## config.mk

```make
export PLATFORM = sky130hd
export DESIGN_NAME = tok_alu
export DESIGN_NICKNAME = d
export VERILOG_FILES = /design/src/rtl/alu_tok_pkg.sv /design/src/rtl/tok_op_decode.sv /design/src/rtl/tok_fu_slot.sv /design/src/rtl/tok_result_merge.sv /design/src/rtl/tok_alu.sv
export SDC_FILE = /design/constraint.sdc
export NUM_CORES = 1
export LEC_CHECK = 0
export BUFFER_PORTS_ARGS = -buffer_cell sky130_fd_sc_hd__buf_2
export CAP_MARGIN = 20
export CORE_UTILIZATION = 30
export CTS_CLUSTER_SIZE = 20
export DETAILED_ROUTE_END_ITERATION = 10
export GPL_ROUTABILITY_DRIVEN = 0
export PLACE_DENSITY_LB_ADDON = 0.15
export SLEW_MARGIN = 20
export SYNTH_ARGS = -nofsm -noshare
export SYNTH_HDL_FRONTEND = slang
export SYNTH_SLANG_ARGS = --single-unit
```

## constraint.sdc

```tcl
create_clock -name clk -period 14.9 [get_ports clk]
set_input_delay 0.745 -clock clk [delete_from_list [all_inputs] [get_ports clk]]
set_output_delay 0.745 -clock clk [all_outputs]
set_load 0.1 [all_outputs]
```

## src/rtl/alu_tok_pkg.sv

```systemverilog
package alu_tok_pkg;

  localparam int unsigned NUNIT = 3;
  localparam int unsigned OPW   = 2;

  typedef enum logic [OPW-1:0] {
    OP_ADD = 2'b00,
    OP_SUB = 2'b01,
    OP_MUL = 2'b10,
    OP_BAD = 2'b11
  } alu_op_e;

endpackage

```

## src/rtl/tok_op_decode.sv

```systemverilog
module tok_op_decode
  import alu_tok_pkg::*;
(
  input  logic [OPW-1:0]   op_val,
  input  logic             op_tok,
  output logic [NUNIT-1:0] sel,
  output logic             bad
);

  always_comb begin
    sel = '0;
    for (int k = 0; k < NUNIT; k++) begin
      sel[k] = op_tok && (op_val == OPW'(k));
    end
    bad = op_tok && (op_val == OP_BAD);
  end

endmodule

```

## src/rtl/tok_fu_slot.sv

```systemverilog
module tok_fu_slot
  import alu_tok_pkg::*;
#(
  parameter int unsigned W    = 32,
  parameter int unsigned KIND = 0,
  parameter bit          ISO  = 1'b0
) (
  input  logic         clk,
  input  logic         rst_n,
  input  logic [W-1:0] a_in,
  input  logic [W-1:0] b_in,
  input  logic         ab_tok,
  input  logic         sel,
  output logic [W-1:0] res,
  output logic         res_tok,
  output logic [W-1:0] hold_a,
  output logic [W-1:0] hold_b
);

  logic         recv;
  logic [W-1:0] opx;
  logic [W-1:0] opy;

  generate
    if (ISO) begin : g_iso
      logic [W-1:0] ha_q, hb_q, ha_d, hb_d;

      // receive point gated by the decoded select
      assign recv = ab_tok && sel;

      always_comb begin
        ha_d = ha_q;
        hb_d = hb_q;
        if (recv) begin
          ha_d = a_in;
          hb_d = b_in;
        end
      end

      always_ff @(posedge clk or negedge rst_n) begin
        if (!rst_n) begin
          ha_q <= '0;
          hb_q <= '0;
        end else if (recv) begin
          ha_q <= ha_d;
          hb_q <= hb_d;
        end
      end

      // unit inputs stay frozen on the latched values when no token arrives
      assign opx    = recv ? a_in : ha_q;
      assign opy    = recv ? b_in : hb_q;
      assign hold_a = ha_q;
      assign hold_b = hb_q;
    end else begin : g_plain
      logic unused_iso;
      assign unused_iso = &{1'b0, clk, rst_n, sel};
      assign recv   = ab_tok;
      assign opx    = a_in;
      assign opy    = b_in;
      assign hold_a = '0;
      assign hold_b = '0;
    end
  endgenerate

  generate
    if (KIND == 0) begin : g_add
      assign res = opx + opy;
    end else if (KIND == 1) begin : g_sub
      assign res = opx - opy;
    end else begin : g_mul
      assign res = opx * opy;
    end
  endgenerate

  assign res_tok = recv;

endmodule

```

## src/rtl/tok_result_merge.sv

```systemverilog
module tok_result_merge
  import alu_tok_pkg::*;
#(
  parameter int unsigned W = 32
) (
  input  logic [NUNIT*W-1:0] unit_val,
  input  logic [NUNIT-1:0]   unit_tok,
  input  logic [NUNIT-1:0]   sel,
  output logic [W-1:0]       r_val,
  output logic               r_tok
);

  logic [NUNIT-1:0] cond_tok;

  // send/receive pair on every merge input, enabled by its select
  assign cond_tok = unit_tok & sel;

  always_comb begin
    r_val = '0;
    for (int k = 0; k < NUNIT; k++) begin
      r_val = r_val | ({W{cond_tok[k]}} & unit_val[k*W +: W]);
    end
    r_tok = |cond_tok;
  end

endmodule

```

## src/rtl/tok_alu.sv

```systemverilog
module tok_alu
  import alu_tok_pkg::*;
#(
  parameter int unsigned W       = 32,
  parameter bit          ISO_ADD = 1'b0,
  parameter bit          ISO_SUB = 1'b0,
  parameter bit          ISO_MUL = 1'b1
) (
  input  logic               clk,
  input  logic               rst_n,
  input  logic [W-1:0]       a_val,
  input  logic               a_tok,
  input  logic [W-1:0]       b_val,
  input  logic               b_tok,
  input  logic [OPW-1:0]     op_val,
  input  logic               op_tok,
  output logic [W-1:0]       r_val,
  output logic               r_tok,
  output logic               op_err,
  output logic [NUNIT-1:0]   unit_tok,
  output logic [NUNIT*W-1:0] hold_a,
  output logic [NUNIT*W-1:0] hold_b
);

  localparam logic [NUNIT-1:0] ISO_VEC = {ISO_MUL, ISO_SUB, ISO_ADD};

  logic [NUNIT-1:0]   sel;
  logic               ab_tok;
  logic [NUNIT*W-1:0] unit_val;

  assign ab_tok = a_tok && b_tok;

  tok_op_decode u_dec (
    .op_val (op_val),
    .op_tok (op_tok),
    .sel    (sel),
    .bad    (op_err)
  );

  generate
    for (genvar k = 0; k < NUNIT; k++) begin : g_unit
      tok_fu_slot #(
        .W    (W),
        .KIND (k),
        .ISO  (ISO_VEC[k])
      ) u_fu (
        .clk     (clk),
        .rst_n   (rst_n),
        .a_in    (a_val),
        .b_in    (b_val),
        .ab_tok  (ab_tok),
        .sel     (sel[k]),
        .res     (unit_val[k*W +: W]),
        .res_tok (unit_tok[k]),
        .hold_a  (hold_a[k*W +: W]),
        .hold_b  (hold_b[k*W +: W])
      );
    end
  endgenerate

  tok_result_merge #(.W(W)) u_merge (
    .unit_val (unit_val),
    .unit_tok (unit_tok),
    .sel      (sel),
    .r_val    (r_val),
    .r_tok    (r_tok)
  );

endmodule

```

# After elaboration in Yosys (flattened, before gate mapping)
# Cells that the tools add are included.
# totals
regBits,64
inputBits,71
out_inout_bits,229
elab_cells,24
# op_classes
n_addsub,2
multipliers,1
eq_ne,3
muxes,2
bitwise_logic,6
reduce_logical,8
# ops
operator,count
AND 32 bit,3
two-way mux 32 bit,2
OR 32 bit,2
adder 32 bit,1
multiplier 32 x 32 -> 32 bit,1
subtractor 32 bit,1
logical AND 1 bit,6
"== test 2 bit, second input constant",2
AND 3 bit,1
OR reduction 3 bit,1
"== test 2 x 1 -> 1 bit, second input constant",1
zero test 2 bit,1

# Logic depth before layout (Yosys ltp)
# logic_depth
depth_word,7
ltp_mapped,36
mapped_depth_nobuf,31

# Cells and area by module
# From an unflattened synthesis, not the netlist that was laid out.
# hier_totals
hier_cells,2637
hier_area_um2,22780.6
# by_module_without_submodules
module,instances,cells_per_inst,area_per_inst_um2,seq_area_each_um2
tok_fu_slot (g_unit[2].u_fu),1,1929,17674.5,1601.5
tok_fu_slot (g_unit[1].u_fu),1,335,2322.2,0.0
tok_fu_slot (g_unit[0].u_fu),1,287,2093.3,0.0
tok_result_merge,1,81,646.9,0.0
tok_op_decode,1,4,37.5,0.0
tok_alu,1,1,6.3,0.0

# Least setup slack after synthesis
# OpenSTA, ideal clock, no wires.
# synth_timing
path_kind,input to output
from,input port a_tok
to,output port r_val[21]
arrival_ns,10.101
required_ns,14.155
setup_slack_ns,4.054
cell_stages,31
n_path_buf,6
cell_sequence,nand2_2 -> nor2_4 -> nand2_4 -> inv_6 -> buf_12 -> buf_6 -> buf_2 -> buf_2 -> mux2i_1 -> clkbuf_1 -> nor2_1 -> fa_1 -> fa_1 -> fa_1 -> inv_1 -> fa_1 -> inv_1 -> fa_1 -> inv_1 -> fa_1 -> inv_1 -> fa_1 -> fa_1 -> ha_1 -> clkbuf_1 -> and3_1 -> o21ai_0 -> nand2_1 -> nand2_1 -> o21ai_0 -> o32ai_1
# synth_via
elab_chain_cells,6
word_cells_on_any_way,11
classes_between,mul: 1; mux: 2; bitwise: 6; reduce/logical: 2
# synth_lines
element,line,text
from (decl),tok_alu.sv:12,"input logic a_tok,"
logical AND 1 bit *,tok_alu.sv:31,assign ab_tok = a_tok && b_tok;
logical AND 1 bit,tok_fu_slot.sv:29,assign recv = ab_tok && sel;
two-way mux 32 bit (on tied branches),"tok_fu_slot.sv:51, tok_fu_slot.sv:52",
multiplier 32 x 32 -> 32 bit,tok_fu_slot.sv:72,assign res = opx * opy;
AND 32 bit,tok_result_merge.sv:21,r_val = r_val | ({W{cond_tok[k]}} & unit_val[k*W +: W]);
OR 32 bit *,tok_result_merge.sv:21,
to (decl),tok_alu.sv:17,"output logic [W-1:0] r_val,"
# Mark *: on every way between the ends. The rest lies on a longest branch, timed or not.

# Worst setup path after layout
# layout_timing
from,input port op_val[0]
to,output port r_val[31]
# layout_via
elab_chain_cells,7
word_cells_on_any_way,16
classes_between,mul: 1; eq/ne: 2; mux: 2; bitwise: 6; reduce/logical: 5
# layout_lines
element,line,text
from (decl),tok_alu.sv:15,"input logic [OPW-1:0] op_val,"
== test 2 bit,tok_op_decode.sv:13,sel[k] = op_tok && (op_val == OPW'(k));
logical AND 1 bit,tok_op_decode.sv:13,
logical AND 1 bit,tok_fu_slot.sv:29,
two-way mux 32 bit (on tied branches),"tok_fu_slot.sv:51, tok_fu_slot.sv:52",
multiplier 32 x 32 -> 32 bit,tok_fu_slot.sv:72,
AND 32 bit,tok_result_merge.sv:21,
OR 32 bit *,tok_result_merge.sv:21,
# Marks and branches as above.

==> results.yml <==
layout:
  final_nets: 3394
  ff_latch_area_sq_mm: 0.001602
  drive_above_1_share: 0.1006
  stdcell_count: 3693
  area_growth_pct: 8.314
  nFillCells: 7780
  multi_input_area_sq_mm: 0.01774
logic_synthesis:
  yosysSeqAreaShare: 0.07269
  yosysMostFrequentCell: "inv_1"
  synth_warnings: 0
  synth_edf_count: 0
  synth_top_cell_area_share: 0.3725
  netlist_top_cells_count: "inv_1, fa_1, nor2_1, nand2_1, ha_1"
  yosys.area.top_type: "fa_1"
  ys_ff_latch: 64
  ys_types: 75
  syn_area_sq_mm: 0.02203
  synth_area_leaders: "fa_1, ha_1, inv_1"
  syn_inst: 2601
  avgSynthCellArea_sq_um: 8.471
  ys.flop_type: "dfrtp_1"
  async_reset_ff_frac: 1.000
sta:
  finalCriticalPeriod_ps: 12070
  skew_ps: 0
  tightest_slew_ps: 1117
  fmax_ghz: 0.08282
  fin_setup_tns_ps: 0
  rsz0062_at_grt: "false"
  final_hold_viol_count: 0
  slew_violations: 0
  max_slew_margin: 0.2339
  finalCritPeriodShare: 0.8103
  setup_viol: 0
clock_network:
  cts_max_path_buffers: 2
  post_cts_buffers: 0
  cts_resized: 0
  clkTransAtPathRegs_ps: 60
  holdBufCountCts: 0
  clockRootBuffer: "clkbuf_16"
  tritoncts: "yes"
  cts.sinks: 64
  cts-buffers-inserted: 9
  h-tree-depth: 3
  clkLatencyLatePin_ps: 350
placed_design:
  hpwl_mm: 72.66
  port_buffers: 171
  numPlacedInstances: 3676
routing:
  ant_nets: 0
  viasPerCell: 4.950
  initialDrtViolationCount: 1683
  dr.pass1.iters: 6
  drc: 0
  vias: 18280
  wl_mm: 89.14
  routedWlPerCell_um: 24.14
floorplanning:
  initial_core_util: 0.3025
  die_area_sq_mm: 0.07453
  core-area_sq_mm: 0.07283
  row_count: 99
  die_w_um: 273.0
  die-height_um: 273.0
  pin_count: 300
setup_path:
  worst_path_most_repeated_cell: "fa_1"
  worstSetupEndpointType: "output pin"
  critPathLaunchType: "primary input"
  path_class: "primary input to output pin"
  cp_slowest_cell: "mux2i_2"
  worstPathArrival_ps: 11330
  path_max_fanout: 58
  cp.required_ps: 14160
  critPathMaxStageDelay_ps: 870
global_routing:
  globalRouteOverflowTotal: 0
  grt_first_pass_wirelength_mm: 129.9
  track_usage: 0.2404
  grt_start_max_net_pins: 65
  grt_pass1_vias: 19160
  antenna_found_initial: 1
worst_hold_path:
  hp-class: "primary input to async pin"
run:
  maxCapViolations: 0
run_status:
  status: "completed"
-- placed cells by master (no fill, tap or decap), types with 49 or more instances in the layout --
master     n
inv_1    478
fa_1     410
nor2_1   371
nand2_1  279
ha_1     185
buf_2    170
conb_1   128
xnor2_1   94
a21oi_1   81
dfrtp_1   64
o21ai_0   49
-- through the flow --
step	util	setup slack, ps	hold slack, ps	instance area [sq um]
global placement	0.3232	2729	535.2	23540
finish	0.3277	2826	510.8	23870
floorplan	-	4054	449.4	22510
CTS	0.3276	2913	556.6	23860
detailed placement	0.3234	2917	542.1	23560
global route	0.3276	2488	581.3	23860
-- per-layer routing --
layer | global-route usage | vias up | wire length [um]
met3 | 0.04226 | 106 | 6853
li1 | - | 7945 | -
met5 | 0 | - | 0
met1 | 0.3261 | 9457 | 38570
met4 | 0.05675 | 0 | 2326
met2 | 0.3963 | 771 | 41390
-- critical path, delay by kind of cell --
kind                     cells  cell delay, ps
AO/OA/AOI/OAI                5            1970
XOR/XNOR                     1             160
adder cells (fa/ha/maj)      9            3930
buffers and inverters        9            2760
multiplexers                 1             870
AND/OR/NAND/NOR              4             790
-- path summary, 6_finish.rpt --
check / startpoint / to / slack [ps] / cells past startpoint
setup / recovery: op_val[0] / r_val[31] / 2830 / 29
hold / removal: rst_n / g_unit[2].u_fu.hold_b[23] / 510 / 1
setup reg to reg: g_unit[2].u_fu.hold_a[15] / g_unit[2].u_fu.hold_a[15] / 12360 / 2
hold reg to reg: g_unit[2].u_fu.hold_a[31] / g_unit[2].u_fu.hold_a[31] / 570 / 2
max in group asynchronous: rst_n / g_unit[2].u_fu.hold_b[12] / 13710 / 1
min in group clk: g_unit[2].u_fu.hold_a[31] / g_unit[2].u_fu.hold_a[31] / 570 / 2
-- cell type report --
| cell class | instances | area share |
|---|---|---|
| multi-input combinational | 1945 | 0.7434 |
| inverter | 501 | 0.07901 |
| sequential | 64 | 0.06711 |
| tap | 959 | 0.05028 |
| timing repair buffer | 207 | 0.04729 |
| clock buffer | 10 | 0.01001 |
| clock inverter | 6 | 0.002831 |
| antenna | 1 | 0.0001049 |
-- kinds of logic after synthesis --
group                      count (synthesis)  synth area share
AOI/OAI and AO/OA                        274           0.07905
buffers and inverters                    719            0.1467
muxes                                     63           0.03174
other                                      1         0.0001702
DFF                                       64           0.07269
xor gates and xnor gates                 129           0.05224
and+or+nand+nor                          756            0.1398
adders and majority gates                595            0.4776
-- flip-flops by register name, summed over array words and instances (netlist names) --
name,cells
g_unit.u_fu.hold_a,32
g_unit.u_fu.hold_b,32
Power is left out: the tool's default activity adds up to more than one toggle a clock period on the data nets, which glitch-free logic cannot reach.
